`src/rtl/ppdma_pkg.sv`:
```
package ppdma_pkg;

   // Whole clock cycles needed to cover a time span, rounded up.
   function automatic int cycles_for(input longint span_ps, input longint clk_ps);
      return int'((span_ps + clk_ps - 1) / clk_ps);
   endfunction

   function automatic int width_for(input int count);
      return (count < 2) ? 1 : $clog2(count);
   endfunction

endpackage

```
`src/rtl/ppdma_strobe_edge.sv`:
```
module ppdma_strobe_edge (
   input  logic clk,
   input  logic rst_n,
   input  logic dack_n_i,
   input  logic ior_n_i,
   output logic dack_act_o,
   output logic dack_fall_o,
   output logic ior_fall_o
);
   logic dack_act_q;
   logic ior_n_q;

   assign dack_act_o  = ~dack_n_i;
   assign dack_fall_o = ~dack_n_i & ~dack_act_q;
   assign ior_fall_o  = ~ior_n_i & ior_n_q;

   always_ff @(posedge clk or negedge rst_n) begin
      if (!rst_n) begin
         dack_act_q <= 1'b0;
         ior_n_q    <= 1'b1;
      end else begin
         dack_act_q <= ~dack_n_i;
         ior_n_q    <= ior_n_i;
      end
   end


   ack_edge_once_chk: assert property (@(posedge clk) disable iff (!rst_n)
      dack_fall_o |=> !dack_fall_o);

endmodule

```
`src/rtl/ppdma_burst_limit.sv`:
```
module ppdma_burst_limit #(
   parameter int BURST_MAX = 32
) (
   input  logic clk,
   input  logic rst_n,
   input  logic drq_i,
   input  logic dack_fall_i,
   output logic burst_end_o
);
   localparam int BW = ppdma_pkg::width_for(BURST_MAX);
   localparam logic [BW-1:0] LAST = BW'(BURST_MAX - 1);

   logic [BW-1:0] run_q;

   assign burst_end_o = drq_i & dack_fall_i & (run_q == LAST);

   always_ff @(posedge clk or negedge rst_n) begin
      if (!rst_n)
         run_q <= '0;
      else if (!drq_i)
         run_q <= '0;
      else if (dack_fall_i)
         run_q <= (run_q == LAST) ? '0 : run_q + 1'b1;
   end


   run_clear_chk: assert property (@(posedge clk) disable iff (!rst_n)
      !drq_i |=> (run_q == '0));


   run_bound_chk: assert property (@(posedge clk) disable iff (!rst_n)
      run_q <= LAST);

endmodule

```
`src/rtl/ppdma_holdoff.sv`:
```
module ppdma_holdoff #(
   parameter int HOLD_CYC = 35
) (
   input  logic clk,
   input  logic rst_n,
   input  logic start_i,
   input  logic dack_act_i,
   output logic hold_act_o
);
   generate
      if (HOLD_CYC == 0) begin : g_none
         assign hold_act_o = 1'b0;
      end else begin : g_timer
         localparam int HW = ppdma_pkg::width_for(HOLD_CYC + 1);
         localparam logic [HW-1:0] LOAD = HW'(HOLD_CYC);
         logic [HW-1:0] left_q;

         assign hold_act_o = (left_q != '0);

         always_ff @(posedge clk or negedge rst_n) begin
            if (!rst_n)
               left_q <= '0;
            else if (start_i || (hold_act_o && dack_act_i))
               left_q <= LOAD;
            else if (hold_act_o)
               left_q <= left_q - 1'b1;
         end


         hold_restart_chk: assert property (@(posedge clk) disable iff (!rst_n)
            (hold_act_o && dack_act_i) |=> hold_act_o);


         hold_entry_chk: assert property (@(posedge clk) disable iff (!rst_n)
            start_i |=> hold_act_o);
      end
   endgenerate

endmodule

```
`src/rtl/ppdma_req_ctrl.sv`:
```
module ppdma_req_ctrl #(
   parameter int     BURST_MAX = 32,
   parameter longint HOLD_PS   = 350000,
   parameter longint CLK_PS    = 10000
) (
   input  logic clk,
   input  logic rst_n,
   input  logic fifo_empty_i,
   input  logic dack_n_i,
   input  logic ior_n_i,
   input  logic tc_i,
   input  logic dma_en_i,
   input  logic svc_wr_i,
   input  logic svc_wdata_i,
   output logic drq_o,
   output logic tc_irq_o,
   output logic svc_o,
   output logic fifo_sel_o
);
   localparam int HOLD_CYC = ppdma_pkg::cycles_for(HOLD_PS, CLK_PS);

   generate
      if (BURST_MAX < 2) begin : g_bad_burst
         $error("BURST_MAX must be at least 2");
      end
      if (CLK_PS <= 0) begin : g_bad_clk
         $error("CLK_PS must be positive");
      end
   endgenerate

   logic dack_act, dack_fall, ior_fall;
   logic burst_end, hold_act;
   logic tc_event;
   logic drq_q, irq_q, svc_q;
   logic drq_d, svc_d;

   ppdma_strobe_edge u_edge (
      .clk        (clk),
      .rst_n      (rst_n),
      .dack_n_i   (dack_n_i),
      .ior_n_i    (ior_n_i),
      .dack_act_o (dack_act),
      .dack_fall_o(dack_fall),
      .ior_fall_o (ior_fall)
   );

   ppdma_burst_limit #(.BURST_MAX(BURST_MAX)) u_burst (
      .clk        (clk),
      .rst_n      (rst_n),
      .drq_i      (drq_q),
      .dack_fall_i(dack_fall),
      .burst_end_o(burst_end)
   );

   ppdma_holdoff #(.HOLD_CYC(HOLD_CYC)) u_hold (
      .clk       (clk),
      .rst_n     (rst_n),
      .start_i   (burst_end),
      .dack_act_i(dack_act),
      .hold_act_o(hold_act)
   );

   // Terminal count is qualified by an active acknowledge and one strobe edge.
   assign tc_event = tc_i & dack_act & (dack_fall | ior_fall);

   always_comb begin
      svc_d = svc_q;
      if (svc_wr_i) svc_d = svc_wdata_i;
      if (tc_event) svc_d = 1'b1;
   end

   assign drq_d = dma_en_i & ~svc_q & ~fifo_empty_i & ~hold_act
                & ~tc_event & ~burst_end;

   always_ff @(posedge clk or negedge rst_n) begin
      if (!rst_n) begin
         drq_q <= 1'b0;
         irq_q <= 1'b0;
         svc_q <= 1'b0;
      end else begin
         drq_q <= drq_d;
         irq_q <= tc_event;
         svc_q <= svc_d;
      end
   end

   assign drq_o      = drq_q;
   assign tc_irq_o   = irq_q;
   assign svc_o      = svc_q;
   assign fifo_sel_o = ~dack_n_i;


   tc_release_chk: assert property (@(posedge clk) disable iff (!rst_n)
      tc_event |=> !drq_o);


   irq_sets_svc_chk: assert property (@(posedge clk) disable iff (!rst_n)
      tc_irq_o |-> svc_o);


   empty_release_chk: assert property (@(posedge clk) disable iff (!rst_n)
      fifo_empty_i |=> !drq_o);


   svc_block_chk: assert property (@(posedge clk) disable iff (!rst_n)
      (svc_o || !dma_en_i) |=> !drq_o);


   burst_cap_chk: assert property (@(posedge clk) disable iff (!rst_n)
      burst_end |=> !drq_o);


   hold_block_chk: assert property (@(posedge clk) disable iff (!rst_n)
      hold_act |=> !drq_o);


   always_comb sel_follow_chk: assert (fifo_sel_o == ~dack_n_i);

endmodule

```
`config.mk`:
```
export PLATFORM = sky130hd
export DESIGN_NAME = ppdma_req_ctrl
export DESIGN_NICKNAME = d
export VERILOG_FILES = /design/src/rtl/ppdma_pkg.sv /design/src/rtl/ppdma_strobe_edge.sv /design/src/rtl/ppdma_burst_limit.sv /design/src/rtl/ppdma_holdoff.sv /design/src/rtl/ppdma_req_ctrl.sv
export SDC_FILE = /design/constraint.sdc
export NUM_CORES = 1
export LEC_CHECK = 0
export BUFFER_PORTS_ARGS = -buffer_cell sky130_fd_sc_hd__buf_4
export CAP_MARGIN = 20
export CORE_MARGIN = 2
export CORE_UTILIZATION = 57
export DETAILED_ROUTE_END_ITERATION = 16
export GPL_ROUTABILITY_DRIVEN = 1
export GPL_TIMING_DRIVEN = 0
export HOLD_SLACK_MARGIN = 0.12
export PLACE_DENSITY = 0.92
export SYNTH_ARGS = -nofsm -noshare
export SYNTH_HDL_FRONTEND = slang
export SYNTH_SLANG_ARGS = --single-unit
export TNS_END_PERCENT = 1
```
`constraint.sdc`:
```
create_clock -name clk -period 3.4 [get_ports clk]
set_input_delay 0.17 -clock clk [delete_from_list [all_inputs] [get_ports clk]]
set_output_delay 0.17 -clock clk [all_outputs]
set_load 0.005 [all_outputs]
```
==> flow_summary.toml, run 1 <==
[global_routing]
grt_pass1_wl_mm = 2.628
grt_max_degree = 17
top_usage_layer = "met2"
gr-usage-all-layers_pct = 24.29
grtUsageMet1_pct = 24.58
grt_use_met2_pct = 47.27
globalRouteMet3Util_pct = 3.261
first_global_vias = 653
antenna_found_initial = 0
gr-total-overflow = 0

[synthesis]
synthCells = 79
synthFlopType = "dfrtp_1"
synth.avg_cell_area_um2 = 10.01
synth_edf_count = 0
synth_area_um2 = 790.8
synth_fp_nets = 92
synth_warnings = 0
async_flop_share_pct = 100.0
ys_ff_latch = 16
seq_area_frac_synth_pct = 50.79
ys_types = 28

[final_layout]
layout_commonest_cell = "dfrtp_1"
diodes = 0
layout_common_cells = "15 x dfrtp_1, 12 x buf_4, 8 x nand2_1"
syn2layout_area_growth_pct = 24.68
nets = 114
layout-drive-gt1-share_pct = 19.00
fillCellCount = 99

[setup_path]
critPathMaxFanout = 6
path_cells = "ha_1, and3_1, ha_1, and4bb_2, or4b_1, nor3_1"
crit_type = "flip-flop to flip-flop"
r2r_slack_ns = 1.32
cp_slowest_stage_delay_ns = 0.47
start_kind = "flip-flop"
arrival_ns = 2.28
crit_path_frequent_cell = "ha_1"
cp_slowest_cell = "or4b_1"
cp_data_required_time_ns = 3.61
endpoint_kind = "flip-flop"

[power_and_ir_drop]
p_total_mw = 0.3800
p_leak_nw = 0.4424
peakVddDrop_mv = 0.2747
power_density_nw_per_um2 = 385.4

[place]
place.gp.congestion = 0.7216
hpwlAfterDp_mm = 1.254
dp_slack_ns = 1.371
port_buffers = 12

[floorplan]
die_w_um = 41.25
rows = 13
dieArea_um2 = 1701
design.core.area_um2 = 1301
die_y_um = 41.25
ioPinCount = 13
start_util_pct = 60.77

[detailed_routing]
drtIter0Drc = 13
avgViaCountPerCell = 5.817
via_count = 669
firstDrtPassIters = 4
drtAntennaViolNets = 0
wire_per_inst_um = 14.54
routed_wirelength_mm = 1.672
drc_errors = 0

[clocking]
cts_resized = 0
clockBufferDepth = 2
post-cts-setup-buffers = 0
clockRootBuffer = "clkbuf_4"
ctsHtreeMaxLevel = 1
cts.sinks = 16
clk_pin_slew_ns = 0.09
cts-buffers-inserted = 3
cts_tree = "done"
clk-insertion-delay-late_ns = 0.28

[timing]
hold_viol_final = 0
tightestPinTransition_ns = 0.4033
setup_slack_ns = 1.323
max_freq_mhz = 481.5
period_share_pct = 61.09
relSlewSlack_pct = 73.11
setup_viol = 0
skew_ns = 0.007381
period_needed_ns = 2.077
tns_ns = 0
rsz0062_at_grt = "no"
slew_violations = 0

[status]
status = "complete, no violations"

[min_path]
holdCritPathClass = "primary input to flip-flop"

[run]
drv_cap = 0
-- final cells by class --
class | instances | area, um^2 | area share (%)
tap | 15 | 18.77 | 1.904
inverter | 4 | 15.01 | 1.523
clock buffer | 4 | 36.28 | 3.680
timing repair buffer | 17 | 140.1 | 14.21
sequential | 16 | 401.6 | 40.74
buffer | 2 | 8.758 | 0.8883
multi-input combinational | 57 | 365.4 | 37.06
-- per-stage QoR --
step / hold WS (ns) / utilization [%] / cells / cell area [um^2]
6_report: 0.1518 / 75.77 / 115 / 985.9
5_1_grt: 0.1872 / 75.77 / 115 / 985.9
4_1_cts: 0.1447 / 75.77 / 115 / 985.9
3_5_place_dp: 0.03645 / 69.13 / 106 / 899.6
3_3_place_gp: 0.03379 / 69.13 / 106 / 899.6
2_1_floorplan: -0.1256 / - / 79 / 790.8
-- cell usage after synthesis (2+ instances only) --
master | number | area [um^2]
ha_1 | 4 | 50.05
o22ai_1 | 2 | 12.51
nand2_1 | 8 | 30.03
nand3b_1 | 3 | 22.52
nor4_1 | 3 | 18.77
dfrtp_1 | 15 | 375.4
a31oi_1 | 4 | 25.02
nor2b_1 | 2 | 12.51
nor2_1 | 5 | 18.77
inv_1 | 4 | 15.01
nand2b_1 | 3 | 18.77
a211o_1 | 2 | 17.52
or4b_1 | 2 | 20.02
nor3_1 | 4 | 20.02
a21oi_1 | 5 | 25.02
-- where the power goes --
part / leakage [nW] / internal [mW] / total [mW] / switching [mW]
clock: 0.0210 / 0.0651 / 0.122 / 0.0572
sequential: 0.202 / 0.199 / 0.208 / 0.00859
combinational: 0.219 / 0.0269 / 0.0498 / 0.0229
-- logic make-up after synthesis --
kind of cell | Yosys count | synth area share, %
xor gates and xnor gates | 1 | 1.108
AOI/OAI and AO/OA | 15 | 11.87
DFF | 16 | 50.79
adders and majority gates | 4 | 6.329
buffers and inverters | 6 | 3.005
and+or+nand+nor | 37 | 26.90
-- critical path: cells and delay by family, from the launching register on --
kind | cells | cell delay [ns]
DFF | 1 | 0.43
adders and majority gates | 2 | 0.48
and+or+nand+nor | 4 | 1.09
-- worst paths after layout --
path	to	cells after the start	from
max reg2reg	drq_o	6	u_burst.run_q[0]
max	drq_o	6	u_burst.run_q[0]
min reg2reg	u_burst.run_q[4]	2	u_burst.run_q[4]
min in group asynchronous	u_burst.run_q[2]	2	rst_n
min	tc_irq_o	3	tc_i
max in group asynchronous	u_edge.ior_n_q	2	rst_n
-- state kept, by name (all words and copies together), names as in the netlist --
signal,cells
u_edge.dack_act_q,1
svc_o,1
u_edge.ior_n_q,1
drq_o,1
u_burst.run_q,5
u_hold.g_timer.left_q,6
tc_irq_o,1
-- what timing repair did --
item,in CTS,in global routing
endpoints found under the setup margin,0,0
hold buffers,5,0
hold endpoints to repair,19,0
-- routing by layer --
| layer | share of wire [%] | routed length (um) |
|---|---|---|
| met2 | 56 | 940 |
| met3 | 2.3 | 39 |
| met1 | 41 | 682 |
| met5 | 0 | 0 |
| met4 | 0.60 | 10 |
(Power assumes the default switching activity.)
==> run 2, diff against run 1 <==
--- a/config.mk
+++ b/config.mk
@@ -8,12 +8,12 @@
 export BUFFER_PORTS_ARGS = -buffer_cell sky130_fd_sc_hd__buf_4
 export CAP_MARGIN = 20
 export CORE_MARGIN = 2
-export CORE_UTILIZATION = 57
+export CORE_UTILIZATION = 47
 export DETAILED_ROUTE_END_ITERATION = 16
 export GPL_ROUTABILITY_DRIVEN = 1
 export GPL_TIMING_DRIVEN = 0
 export HOLD_SLACK_MARGIN = 0.12
-export PLACE_DENSITY = 0.92
+export PLACE_DENSITY = 0.82
 export SYNTH_ARGS = -nofsm -noshare
 export SYNTH_HDL_FRONTEND = slang
 export SYNTH_SLANG_ARGS = --single-unit
==> constraint.sdc (replaced) <==
create_clock -name clk -period 1.85 [get_ports clk]
set_input_delay 0.0925 -clock clk [delete_from_list [all_inputs] [get_ports clk]]
set_output_delay 0.0925 -clock clk [all_outputs]
set_load 0.005 [all_outputs]
==> run 2 against run 1 <==
Effect of this change:
- the run now ends with negative setup slack left
- clock power increased by 91%
- combinational power increased by 99%
- first-iteration DRC count decreased by 38%
- maximum frequency increased by 10%
- sequential share of layout area decreased by 3.3 points
- critical endpoint unchanged
- highest routed layer unchanged
==> flow_summary.toml, run 2 (synthesis results as in run 1) <==
[timing]
skew_ns = 0.009714
slew_violations = 0
setup_slack_ns = -0.03598
period_needed_ns = 1.886
relSlewSlack_pct = 71.93
tightestPinTransition_ns = 0.4210
hold_slack_ns = 0.1802
period_share_pct = 101.9
tns_ns = -0.03598
hold_viol_final = 0
setup_viol = 1
rsz0062_at_grt = "yes"
max_freq_mhz = 530.2

[setup_path]
critPathTopFamily = "simple AND/OR/NAND/NOR gates"
cp.depth = 6
arrival_ns = 2.09
critPathMaxFanout = 6
worst-r2r-cell-count = 6
crit_buf_inv = 0
path_cells = "ha_2, and3_4, ha_4, and4bb_2, or4b_4, nor3_4"
cp_slowest_cell = "or4b_4"
r2r_slack_ns = -0.04
endpoint_kind = "flip-flop"
cp_slowest_stage_delay_ns = 0.49
crit_type = "flip-flop to flip-flop"
cp_data_required_time_ns = 2.05
start_kind = "flip-flop"

[final_layout]
finalNonFillerCells = 122
layout-drive-gt1-share_pct = 26.42
regMostFlops = "u_hold.g_timer.left_q"
largestRegisters = "u_hold.g_timer.left_q: 6 flops, u_burst.run_q: 5 flops"
syn2layout_area_growth_pct = 35.60
layout_commonest_cell = "buf_4"
nets = 120
layout_common_cells = "16 x buf_4, 15 x dfrtp_1, 8 x nand2_1, 7 x dlygate4sd3_1"
postLayoutCoreUtil_pct = 69.56
largest_reg_flops = 6
stdcell_area_um2 = 1072
diodes = 0

[global_routing]
grt_pass1_wl_mm = 3.008
first_global_vias = 723
antenna_found_initial = 0
gr-usage-all-layers_pct = 20.86
gr-total-overflow = 0
grt_max_degree = 17

[place]
port_buffers = 12
dp_slack_ns = -0.1464
hpwlAfterDp_mm = 1.180
dp.cells = 107
dpl-instance-area_um2 = 905.9
place.gp.congestion = 0.7699

[power_and_ir_drop]
peakVddDrop_mv = 0.4186
power_density_nw_per_um2 = 666.0
p_total_mw = 0.7141
p_leak_nw = 0.4703

[clocking]
clk-insertion-delay-late_ns = 0.28
clockBufferDepth = 2
clockRootBuffer = "clkbuf_4"
ctsHtreeMaxLevel = 1
cts_tree = "done"
cts-buffers-inserted = 3
cts.sinks = 16
clk_pin_slew_ns = 0.09

[min_path]
hold_path_depth = 3
holdCritPathClass = "primary input to flip-flop"

[detailed_routing]
via_count = 696
avgViaCountPerCell = 5.705
firstDrtPassIters = 4
wire_per_inst_um = 14.84
drtAntennaViolNets = 0
drc_errors = 0
routed_wirelength_mm = 1.811
drtIter0Drc = 8

[floorplan]
rows = 14
design.core.area_um2 = 1541
die_y_um = 45.02
dieArea_um2 = 2026
ioPinCount = 13
die_w_um = 45.02
start_util_pct = 51.30

[status]
violations = "negative setup slack"
status = "complete, but fails checks"

[run]
drv_cap = 0
run 2: per-layer routing:
layer / vias up / wire length [um] / track usage, %
met3: 2 / 34 / 3.600
li1: 345 / - / -
met5: - / 0 / 0
met1: 343 / 804 / 23.70
met2: 6 / 955 / 38.00
met4: 0 / 17 / 8.824
run 2: path summary, 6_finish.rpt:
| kind | start | endpoint |
|---|---|---|
| min | dma_en_i | drq_o |
| max in group asynchronous | rst_n | u_edge.ior_n_q |
| min in group asynchronous | rst_n | u_edge.dack_act_q |
| max reg2reg | u_burst.run_q[1] | drq_o |
| min reg2reg | u_burst.run_q[4] | u_burst.run_q[4] |
| max | u_burst.run_q[1] | drq_o |
run 2: what timing repair did:
| action | in CTS | in global routing |
|---|---|---|
| gates resized for setup | 3 | 2 |
| hold endpoints to repair | 20 | 0 |
| pin swaps | 2 | 2 |
| setup endpoints to repair | 1 | 1 |
| buffers inserted | 3 | 1 |
| hold buffers | 7 | 0 |
run 2: where the power goes:
| part | leakage [nW] | internal [mW] | switching [mW] |
|---|---|---|---|
| registers | 0.202 | 0.366 | 0.0163 |
| logic | 0.247 | 0.0530 | 0.0459 |
| clock network | 0.0210 | 0.120 | 0.113 |
| total | 0.470 | 0.539 | 0.175 |
run 2: worst reg2reg max path, stage by stage, from the launching register on:
cell	delay, ns
dfrtp_1	0.40
ha_2	0.20
and3_4	0.18
ha_4	0.17
and4bb_2	0.24
or4b_4	0.50
nor3_4	0.12
run 2: layout make-up:
cell class / count / area (um^2)
Inverter: 4 / 15.01
Timing Repair Buffer: 23 / 190.2
Clock buffer: 4 / 36.28
Buffer: 2 / 8.758
Tap cell: 16 / 20.02
Fill cell: 114 / 469.2
Sequential cell: 16 / 401.6
Multi-Input combinational cell: 57 / 400.4
==> run 3, diff against run 2 <==
==> constraint.sdc (replaced) <==
create_clock -name clk -period 1.7 [get_ports clk]
set_input_delay 0.17 -clock clk [delete_from_list [all_inputs] [get_ports clk]]
set_output_delay 0.17 -clock clk [all_outputs]
set_load 0.01 [all_outputs]
==> run 3 against run 2 <==
Effect of this change:
- the flow still finishes with violations (negative setup slack)
- sequential cell count did not move
- register-to-register slack got worse by 0.12 ns
- power rose by 3.2%
- largest cell class is now multi-input gates
- routed wire length fell by 2.2%
- first-iteration DRC count rose by 100%
- critical path type unchanged
- clock power fell by 8.6%
==> flow_summary.toml, run 3 (synthesis results as in run 1) <==
[final_layout]
nets = 118
area.sequential_um2 = 401.6
regMostFlops = "u_hold.g_timer.left_q"
largest_reg_flops = 6
stdcell_area_um2 = 1061
layout_common_cells = "16 x buf_4, 15 x dfrtp_1, 8 x nand2_1, 5 x nor2_1, 5 x dlygate4sd3_1"
largestRegisters = "u_hold.g_timer.left_q: 6 flops, u_burst.run_q: 5 flops"
diodes = 0
layout-drive-gt1-share_pct = 28.85
syn2layout_area_growth_pct = 34.18
layout_commonest_cell = "buf_4"
postLayoutCoreUtil_pct = 68.83
multiInputGateArea_um2 = 419.2
finalNonFillerCells = 120
fillCellCount = 122

[clocking]
cts_tree = "done"
cts.sinks = 16
clk-insertion-delay-late_ns = 0.29
cts-buffers-inserted = 3
ctsHtreeMaxLevel = 1
clk_pin_slew_ns = 0.09
clockRootBuffer = "clkbuf_4"
clockBufferDepth = 2

[timing]
tightestPinTransition_ns = 0.4259
max_freq_mhz = 538.8
hold_viol_final = 0
period_needed_ns = 1.856
tns_ns = -0.1608
setup_viol = 2
skew_ns = 0.006464
relSlewSlack_pct = 71.61
rsz0062_at_grt = "yes"
setup_slack_ns = -0.1559
period_share_pct = 109.2
slew_violations = 0

[detailed_routing]
routed_wirelength_mm = 1.771
avgViaCountPerCell = 5.625
firstDrtPassIters = 4
wire_per_inst_um = 14.76
drtAntennaViolNets = 0
drtIter0Drc = 16
via_count = 675
drc_errors = 0

[place]
port_buffers = 12
dpl-instance-area_um2 = 920.9
hpwlAfterDp_mm = 1.168
dp_slack_ns = -0.2732
place.gp.congestion = 0.7883
dp.cells = 107

[power_and_ir_drop]
p_sw_mw = 0.1931
peakVddDrop_mv = 0.6909
p_seq_share_pct = 56.7
p_int_mw = 0.5436
power_frac_comb_pct = 14.4
p_leak_nw = 0.4528
switching_share_pct = 26.21
clkPwrFrac_pct = 28.9
power_density_nw_per_um2 = 694.3

[floorplan]
die_w_um = 45.02
ioPinCount = 13
die_y_um = 45.02
dieArea_um2 = 2026
rows = 14
design.core.area_um2 = 1541
start_util_pct = 51.30

[global_routing]
gr-usage-all-layers_pct = 22.00
grt_max_degree = 17
grt_pass1_wl_mm = 3.070
gr-total-overflow = 0
first_global_vias = 700
antenna_found_initial = 0

[status]
violations = "negative setup slack"
status = "complete, but fails checks"

[min_path]
min_from = "tc_i"
holdCritPathClass = "primary input to flip-flop"

[setup_path]
cp_slowest_cell = "or4b_4"
endpoint_kind = "flip-flop"
start_kind = "flip-flop"
timing.rr.start = "u_burst.run_q[1]"
cp_data_required_time_ns = 1.91
cp-startpoint = "u_burst.run_q[1]"
path_cells = "ha_2, and3_4, ha_4, and4bb_2, or4b_4, nor3_2"
arrival_ns = 2.07
crit_type = "flip-flop to flip-flop"
cp_slowest_stage_delay_ns = 0.49
critPathMaxFanout = 6

[run]
drv_cap = 0
[run 3: routing by layer]
| metal | vias up | routed length [um] | global-route usage [%] | share of wire [%] |
|---|---|---|---|---|
| met5 | - | 0 | 0 | 0 |
| met4 | 0 | 25 | 8.235 | 1.4 |
| met3 | 5 | 66 | 7.600 | 3.7 |
| met2 | 10 | 993 | 39.43 | 56 |
| met1 | 324 | 685 | 23.58 | 39 |
| li1 | 336 | - | - | - |
[run 3: final cells by class]
cell class,count,area share (%)
Clock buffer,4,2.476
Sequential cell,16,37.85
Timing Repair Buffer,21,16.04
Multi-Input combinational cell,57,39.50
Inverter,4,1.415
Buffer,2,0.8255
Tap cell,16,1.887
[run 3: power by group through the flow]
stage	Sequential, mW	Combinational (mW)	Clock (mW)
global placement	0.422	0.0874	0
detailed placement	0.422	0.0911	0
floorplan	0.420	0.0496	0
global route	0.420	0.119	0.235
CTS	0.415	0.0999	0.218
finish	0.417	0.106	0.213
[run 3: path summary, 6_finish.rpt]
kind	endpoint	slack (ns)	depth (start not counted)
setup / recovery	drq_o	-0.16	6
hold / removal	tc_irq_o	0.17	3
setup reg to reg	drq_o	-0.16	6
hold reg to reg	drq_o	0.57	2
max in group asynchronous	u_edge.ior_n_q	1.18	2
min in group asynchronous	u_edge.dack_act_q	0.27	2
[run 3: worst max-delay path, delay by kind of cell (launching register included)]
kind          cells  cell delay (ns)
fa+ha+maj         2             0.37
flops             1             0.39
simple gates      4             1.03
[run 3: what timing repair did]
action / in CTS / in global routing
setup endpoints to repair: 2 / 6
hold endpoints to repair: 18 / 1
buffers inserted: 3 / 1
resized for setup: 2 / 4
pin swaps: 1 / 2
cloned: 0 / 0
hold buffers: 4 / 1
[run 3: stage by stage]
| stage | hold WS [ns] | power [mW] |
|---|---|---|
| finish | 0.1720 | 0.7367 |
| global route | 0.1681 | 0.7736 |
| CTS | 0.1310 | 0.7330 |
| detailed placement | 0.03736 | 0.5131 |
| global placement | 0.03412 | 0.5092 |
| floorplan | -0.1256 | 0.4698 |
